[config.mk]
export PLATFORM = sky130hd
export DESIGN_NAME = fp16_to_int16_sat
export DESIGN_NICKNAME = d
export VERILOG_FILES = /design/src/rtl/fp16cvt_pkg.sv /design/src/rtl/fp16cvt_ctrl.sv /design/src/rtl/fp16cvt_dp.sv /design/src/rtl/fp16_to_int16_sat.sv
export SDC_FILE = /design/constraint.sdc
export NUM_CORES = 1
export LEC_CHECK = 0
export CORE_ASPECT_RATIO = 1.25
export CORE_MARGIN = 8
export CORE_UTILIZATION = 65
export CTS_CLUSTER_DIAMETER = 150
export CTS_CLUSTER_SIZE = 16
export DETAILED_ROUTE_END_ITERATION = 10
export DONT_BUFFER_PORTS = 1
export GPL_ROUTABILITY_DRIVEN = 0
export PLACE_DENSITY = 0.81
export SYNTH_ARGS = -nofsm -noshare
export SYNTH_HDL_FRONTEND = slang
export SYNTH_SLANG_ARGS = --single-unit
[constraint.sdc]
create_clock -name clk -period 12.4 [get_ports clk]
set_input_delay 2.48 -clock clk [delete_from_list [all_inputs] [get_ports clk]]
set_output_delay 2.48 -clock clk [all_outputs]
set_load 0.01 [all_outputs]
[src/rtl/fp16cvt_pkg.sv]
package fp16cvt_pkg;
  localparam int EXP_W  = 5;
  localparam int MAN_W  = 10;
  localparam int HALF_W = 1 + EXP_W + MAN_W;
  localparam int INT_W  = 16;
  localparam int SIG_W  = MAN_W + 1;
  localparam int BIAS   = (1 << (EXP_W - 1)) - 1;
  localparam int PIVOT  = BIAS + MAN_W;
  localparam int MAG_W  = BIAS + 2;

  typedef struct packed {
    logic             zeroOut;
    logic             infPos;
    logic             infNeg;
    logic             negIn;
    logic             signedSel;
    logic [EXP_W-1:0] expField;
    logic [SIG_W-1:0] sig;
  } cvtStrobe_t;
endpackage

[src/rtl/fp16cvt_ctrl.sv]
module fp16cvt_ctrl
  import fp16cvt_pkg::*;
(
  input  logic [HALF_W-1:0] opIn,
  input  logic              signedMode,
  output cvtStrobe_t        strb
);
  logic             signBit;
  logic [EXP_W-1:0] expField;
  logic [MAN_W-1:0] manField;
  logic             expAllOnes;
  logic             expZero;
  logic             isNan;
  logic             isInf;

  assign signBit    = opIn[HALF_W-1];
  assign expField   = opIn[HALF_W-2 -: EXP_W];
  assign manField   = opIn[MAN_W-1:0];
  assign expAllOnes = &expField;
  assign expZero    = ~|expField;
  assign isNan      = expAllOnes & (|manField);
  assign isInf      = expAllOnes & ~(|manField);

  always_comb begin
    strb.zeroOut   = isNan | expZero | (~signedMode & signBit);
    strb.infPos    = isInf & ~signBit;
    strb.infNeg    = isInf & signBit & signedMode;
    strb.negIn     = signBit;
    strb.signedSel = signedMode;
    strb.expField  = expField;
    strb.sig       = {1'b1, manField};
  end
endmodule

[src/rtl/fp16cvt_dp.sv]
module fp16cvt_dp
  import fp16cvt_pkg::*;
#(
  parameter bit REG_OUT = 1'b1
) (
  input  logic             clk,
  input  logic             rstN,
  input  logic             validIn,
  input  cvtStrobe_t       strb,
  output logic             validOut,
  output logic [INT_W-1:0] resultOut
);
  localparam logic [INT_W-1:0] SAT_POS  = {1'b0, {(INT_W-1){1'b1}}};
  localparam logic [INT_W-1:0] SAT_NEG  = {1'b1, {(INT_W-1){1'b0}}};
  localparam logic [INT_W-1:0] SAT_UMAX = {INT_W{1'b1}};
  localparam logic [MAG_W-1:0] LIM_POS  = MAG_W'(SAT_POS);
  localparam logic [MAG_W-1:0] LIM_NEG  = MAG_W'(SAT_NEG);
  localparam logic [MAG_W-1:0] LIM_U    = MAG_W'(SAT_UMAX);

  logic [MAG_W-1:0] sigExt;
  logic [MAG_W-1:0] mag;
  logic [MAG_W-1:0] magNeg;
  logic [INT_W-1:0] nextRes;
  int               expVal;

  // align significand to the integer binary point, truncating
  always_comb begin
    sigExt = MAG_W'(strb.sig);
    expVal = int'(strb.expField);
    if (expVal >= PIVOT) mag = sigExt << (expVal - PIVOT);
    else                 mag = sigExt >> (PIVOT - expVal);
    magNeg = ~mag + MAG_W'(1);
  end

  // classification overrides, then range clamp
  always_comb begin
    if (strb.zeroOut)     nextRes = '0;
    else if (strb.infPos) nextRes = strb.signedSel ? SAT_POS : SAT_UMAX;
    else if (strb.infNeg) nextRes = SAT_NEG;
    else if (strb.signedSel) begin
      if (strb.negIn) nextRes = (mag >= LIM_NEG) ? SAT_NEG : magNeg[INT_W-1:0];
      else            nextRes = (mag > LIM_POS) ? SAT_POS : mag[INT_W-1:0];
    end else begin
      nextRes = (mag > LIM_U) ? SAT_UMAX : mag[INT_W-1:0];
    end
  end

  generate
    if (REG_OUT) begin : g_reg
      always_ff @(posedge clk) begin
        if (!rstN) begin
          validOut  <= 1'b0;
          resultOut <= '0;
        end else begin
          validOut <= validIn;
          if (validIn) resultOut <= nextRes;
        end
      end

      a_r10_valid_delay: assert property (@(posedge clk) disable iff (!rstN)
        validIn |=> validOut);
      a_r10_hold_result: assert property (@(posedge clk) disable iff (!rstN)
        !validIn |=> $stable(resultOut));
    end else begin : g_comb
      assign validOut  = validIn;
      assign resultOut = nextRes;
    end
  endgenerate

  a_r5_forced_zero: assert property (@(posedge clk) disable iff (!rstN)
    strb.zeroOut |-> nextRes == '0);
  a_r4_pos_inf_max: assert property (@(posedge clk) disable iff (!rstN)
    strb.infPos |-> nextRes == (strb.signedSel ? SAT_POS : SAT_UMAX));
  a_r3_signed_neg_sign: assert property (@(posedge clk) disable iff (!rstN)
    (strb.signedSel && strb.negIn && !strb.zeroOut) |-> (nextRes[INT_W-1] || nextRes == '0));
  a_r2_signed_pos_sign: assert property (@(posedge clk) disable iff (!rstN)
    (strb.signedSel && !strb.negIn && !strb.zeroOut) |-> !nextRes[INT_W-1]);
endmodule

[src/rtl/fp16_to_int16_sat.sv]
module fp16_to_int16_sat
  import fp16cvt_pkg::*;
#(
  parameter bit REG_OUT = 1'b1
) (
  input  logic              clk,
  input  logic              rstN,
  input  logic              validIn,
  input  logic [HALF_W-1:0] opIn,
  input  logic              signedMode,
  output logic              validOut,
  output logic [INT_W-1:0]  resultOut
);
  cvtStrobe_t strb;

  fp16cvt_ctrl u_ctrl (
    .opIn       (opIn),
    .signedMode (signedMode),
    .strb       (strb)
  );

  fp16cvt_dp #(.REG_OUT(REG_OUT)) u_dp (
    .clk       (clk),
    .rstN      (rstN),
    .validIn   (validIn),
    .strb      (strb),
    .validOut  (validOut),
    .resultOut (resultOut)
  );
endmodule

---- Yosys cells after proc, flatten, opt, wreduce, memory -nomap -nowiden ----
Index checks and enable logic that the tools add are counted.
word-level totals
  latch bits .............................. 0
  logic and storage cells ................. 37
  memories ................................ 0
  memory bits (read-only) ................. 0
  flip-flop bits (word level) ............. 17
  bits in writable memories ............... 0
  bits of input ports ..................... 20
operators by class
  equal/unequal tests ..................... 0
  $mul .................................... 0
  $lt $le $gt $ge ......................... 4
  mux-type cells .......................... 10
  add/subtract/negate cells ............... 3
  bitwise logic cells ..................... 12
  shifts and indexed selects .............. 2
  reduce and logical (&&, ||, !) cells .... 4
  div/mod/pow operators ................... 0
operators with widths
  operator                 count
  $mux W16                 9
  $shl A11 B32 Y17         1
  $shr A11 B32 Y17         1
  $ge A17 B16 Y1 const B   1
  $gt A17 B15 Y1 const B   1
  $gt A17 B16 Y1 const B   1
  $mux W17                 1
  $add A16 B1 Y16 const B  1
  $not A16 Y16             1
  $reduce_or A10 Y1        1
  $and A1 B1 Y1            6
  $sub A5 B5 Y6 const A    1
  $sub A5 B5 Y6 const B    1
  $ge A5 B5 Y1 const B     1
  $reduce_and A5 Y1        1
  $reduce_or A5 Y1         1
  $not A1 Y1               3
  $or A1 B1 Y1             2
  $logic_not A1 Y1         1

---- Longest topological paths before layout ----
  depth in word-level cells ............... 11
  mapped depth ............................ 17
  mapped depth without buffers ............ 13

---- Modules after synthesis ----
A second synthesis with hierarchy kept.
unflattened totals
  cell total of the unflattened synthesis .. 407
  area total of the unflattened synthesis .. 2952.8 um2
modules (own cells, without submodules)
  module        times used  cells an instance  area each (um2)  sequential area each (um2)
  fp16cvt_dp    1           375                2738.9           340.3
  fp16cvt_ctrl  1           32                 214.0            0.0

---- Worst setup path before layout ----
OpenSTA, ideal clock, no wires.
  kind .................................... input port to flip-flop
  from .................................... input opIn[11]
  to ...................................... register u_dp.resultOut[13]
  stages .................................. 14
  slack ................................... 6.783 ns
  data arrival time ....................... 5.495 ns
  cells stage by stage .................... buf_2 -> inv_1 -> ha_1 -> buf_2 -> clkbuf_1 -> mux4_2 -> a21oi_1 -> a31oi_1 -> a22oi_2 -> nor4b_2 -> nand4_1 -> nor3b_2 -> o221ai_1 -> a221o_1
on the way
  cells in the longest elaborated chain, start to end .. 11
  elaborated cells on any way between the ends .. 29
  classes of those cells .................. add/sub: 3; order compare: 4; shift: 2; mux: 9; bitwise: 8; reduce/logical: 3
RTL lines
  element                                               line                                source
  start, declared                                       fp16_to_int16_sat.sv:9              input logic [HALF_W-1:0] opIn,
  $sub A5 B5 Y6 (on tied branches)                      fp16cvt_dp.sv:31, fp16cvt_dp.sv:30
  $shr A11 B32 Y17 or $shl A11 B32 Y17 (tied branches)  fp16cvt_dp.sv:31, fp16cvt_dp.sv:30
  $mux W17                                              fp16cvt_dp.sv:30                    if (expVal >= PIVOT) mag = sigExt << (expVal - PIVOT);
  $not A16 Y16                                          fp16cvt_dp.sv:32                    magNeg = ~mag + MAG_W'(1);
  $add A16 B1 Y16                                       fp16cvt_dp.sv:32
  $mux W16 (2 in series)                                fp16cvt_dp.sv:41                    if (strb.negIn) nextRes = (mag >= LIM_NEG) ? SAT_NEG : magNeg[INT_W-1:0];
  $mux W16                                              fp16cvt_dp.sv:40                    else if (strb.signedSel) begin
  $mux W16                                              fp16cvt_dp.sv:39                    else if (strb.infNeg) nextRes = SAT_NEG;
  $mux W16                                              fp16cvt_dp.sv:38                    else if (strb.infPos) nextRes = strb.signedSel ? SAT_POS : SAT_UMAX;
  $mux W16 (*)                                          fp16cvt_dp.sv:37                    if (strb.zeroOut) nextRes = '0;
  end signal, assigned                                  fp16cvt_dp.sv:56                    if (validIn) resultOut <= nextRes;
  end, declared                                         fp16cvt_dp.sv:11                    output logic [INT_W-1:0] resultOut
Every way passes the cells marked *; elsewhere a longest branch is shown, timed or not.
A chain may end at the register's enable or synchronous reset.

---- Worst setup path after layout ----
Ends and elaborated chain as after synthesis.

==> impl_metrics.ini <==
[finish]
syn2layout_area_growth_pct = -0.985
layout-drive-gt1-share = 0.0937
final_nets = 392
antennaDiodeCount = 0
nFillCells = 389
stdcell_count = 419
finalInstanceArea_sq_um = 2770

[critical_path]
crit_type = input port to register
worstSetupStartpointType = input port
crit_chain = inv_1 > ha_1 > mux4_2 > a21oi_1 > a31oi_1 > a22oi_2 > nor4b_2 > nand4_1 > nor3b_2 > o221ai_1 > a221o_1
worstPathArrival_ns = 6.00
crit_fanout = 24
end_kind = register
required_ns = 12.55
max_stage_delay_ns = 0.82
cpMaxStageDelayCell = ha_1

[floorplan]
die_area_sq_um = 6670
io_pins = 37
die_h_microns = 89.3
core-area_sq_um = 4100
rows = 26
fp.dieW_microns = 74.6
initial_core_util = 0.682

[logic_synthesis]
syn_inst = 389
yosys.area_share.simple = 0.252
synthXorXnorAreaFrac = 0.0157
synth_ff_type = dfxtp_1
synth_common_cells = 42 x nor2_1, 33 x o21ai_0, 31 x a21oi_1, 31 x nand2_1, 17 x dfxtp_1
synthMuxAreaShare = 0.155
yosys_warnings = 0
async_flop_share = 0
synth_top_family_by_area = compound AO/OA/AOI/OAI gates
synth_edf_count = 0
synth_compound_gate_area_share = 0.347
yosys.cell_count.top_type = nor2_1
syn_area_per_cell_sq_um = 7.18
yosys-top-cells-area = dfxtp_1 12%, mux4_2 8.1%, o21ai_0 5.9%
yosysTopAreaCellShare = 0.122
synth_nets = 417
synth-seq-cells = 17
synthAdderAreaFrac = 0.0358
yosysTopAreaCell = dfxtp_1
ys_seq_area_frac = 0.122
synth.cell_area_sq_um = 2790
synth_cell_types = 67

[cts]
cts-htree-levels = 1
cts_sinks = 17
cts_made_buffers = 3
clk_latency_ns = 0.26
cts_resized = 0
path_clk_slew_ns = 0.07
clockRootBuffer = clkbuf_8
tritoncts = yes
clockBufferDepth = 2
post-cts-setup-buffer-count = 0
cts_hold_buf = 0

[route]
drtAntennaViolNets = 0
vias_per_cell = 7.37
top_layer = met4
post_drt_wl_per_cell_microns = 19.7
wl_met2_mm = 4.00
met1_length_mm = 3.09
drtPass1Iterations = 5
drt_iter0_drc = 448
postRouteWirelength_mm = 8.27
met3_length_microns = 630
drc = 0
num_vias = 3086

[timing]
rsz0062_at_grt = false
fmax_ghz = 0.171
worstMarginPinSlew_ns = 1.07
slew_violations = 0
finalSetupViolCount = 0
whs_ns = 0.538
fin_setup_tns_ns = 0
slew_headroom = 0.282
finalHoldViolCount = 0
fin_skew_ns = 0
period_minus_slack_ns = 5.85
post-route-period-util = 0.472

[global_routing]
grt_overflow = 0
grt_usage = 0.251
grt_start_max_net_pins = 43
antenna_found_initial = 0
first_global_vias = 2813
grt_pass1_wl_mm = 13.3

[worst_hold_path]
hold_class = register to register

[power]
p_leak_nw = 1.02
p_int_uw = 126
power_frac_clock = 0.203
p_comb_frac = 0.499
seqPwrFrac = 0.298
power_density_nw_per_um2 = 76.4
vdd_ir_drop_max_v = 0.0000365
p_sw_frac = 0.402
switchingPower_uw = 85.1

[outcome]
status = finished clean

[placement]
dpl-instance-area_sq_um = 2720
portBuffers = 0
place_inst = 415
hpwl_mm = 6.45

[job]
maxCapViolCount = 0
[layout by cell type (no fill, tap or decap), drive strengths merged, types with 3 or more instances in the layout]
| cell | netlist | final |
|---|---|---|
| o21a | 4 | 4 |
| mux2i | 13 | 13 |
| or2 | 4 | 4 |
| a21oi | 31 | 31 |
| a221oi | 5 | 5 |
| o221ai | 3 | 3 |
| a22oi | 7 | 7 |
| clkbuf | 15 | 4 |
| a21o | 4 | 4 |
| mux4 | 10 | 10 |
| and3 | 3 | 3 |
| a211oi | 12 | 12 |
| nand2b | 5 | 5 |
| or3 | 5 | 5 |
| nand3 | 8 | 8 |
| nor2 | 42 | 42 |
| nor3 | 15 | 15 |
| xnor2 | 3 | 3 |
| and2 | 6 | 6 |
| o211ai | 7 | 7 |
| nor4 | 5 | 5 |
| nand2 | 31 | 31 |
| mux2 | 7 | 7 |
| a31oi | 5 | 5 |
| o21ai | 36 | 36 |
| ha | 8 | 8 |
| a211o | 3 | 3 |
| dfxtp | 17 | 17 |
| o31ai | 3 | 3 |
| o22ai | 3 | 3 |
| o21bai | 3 | 3 |
| inv | 12 | 12 |
[worst paths after layout]
check | slack (ns) | from | cells after the start | to
hold / removal | 0.54 | u_dp.resultOut[15] | 2 | u_dp.resultOut[15]
setup / recovery | 6.55 | opIn[11] | 11 | u_dp.resultOut[13]
setup reg to reg | 11.56 | u_dp.resultOut[12] | 2 | u_dp.resultOut[12]
hold reg to reg | 0.54 | u_dp.resultOut[15] | 2 | u_dp.resultOut[15]
[layer usage]
| layer | track usage | vias to the layer above |
|---|---|---|
| met4 | 0.198 | 0 |
| met1 | 0.263 | 1411 |
| met3 | 0.0404 | 57 |
| met2 | 0.434 | 192 |
| li1 | - | 1426 |
| met5 | 0 | - |
[through the flow]
step	util	power (mW)	setup slack (ns)
after global placement	0.664	0.165	6.38
final	0.675	0.211	6.55
after global routing	0.675	0.222	6.31
after detailed placement	0.664	0.166	6.36
after CTS	0.675	0.208	6.64
after floorplan	-	0.155	6.78
[sequential cells by signal (all words and copies together) (netlist names)]
register	cells
u_dp.resultOut	16
u_dp.validOut	1
[critical path, delay by kind of cell]
| kind | cells | cell delay [ns] |
|---|---|---|
| AND/OR/NAND/NOR | 3 | 0.93 |
| adder cells (fa/ha/maj) | 1 | 0.82 |
| multiplexers | 1 | 0.65 |
| AO/OA/AOI/OAI | 5 | 0.99 |
| buffers and inverters | 1 | 0.11 |
[kinds of logic (layout without fill, tap and decap cells)]
| group | Yosys count | count (layout) |
|---|---|---|
| simple gates | 139 | 139 |
| compound gates | 145 | 145 |
| fa+ha+maj | 8 | 8 |
| buf+inv | 45 | 19 |
| xor+xnor | 5 | 5 |
| mux | 30 | 30 |
| flops | 17 | 17 |
[power by group through the flow]
stage	Combinational, mW	Clock (mW)	Sequential [mW]
detailed placement	0.102	0	0.0645
finish	0.106	0.0428	0.0630
CTS	0.102	0.0427	0.0633
floorplan	0.0913	0	0.0635
global placement	0.101	0	0.0643
global route	0.115	0.0433	0.0636
[area by class of cell]
class,count,area [sq um],share of cell area
multi-input cells,327,2250,0.814
well taps,56,70.1,0.0253
repair buffers,1,7.51,0.00271
clock buffers,4,45.0,0.0163
flip-flops and latches,17,340,0.123
inverters,14,52.6,0.0190
(Power assumes the default switching activity.)
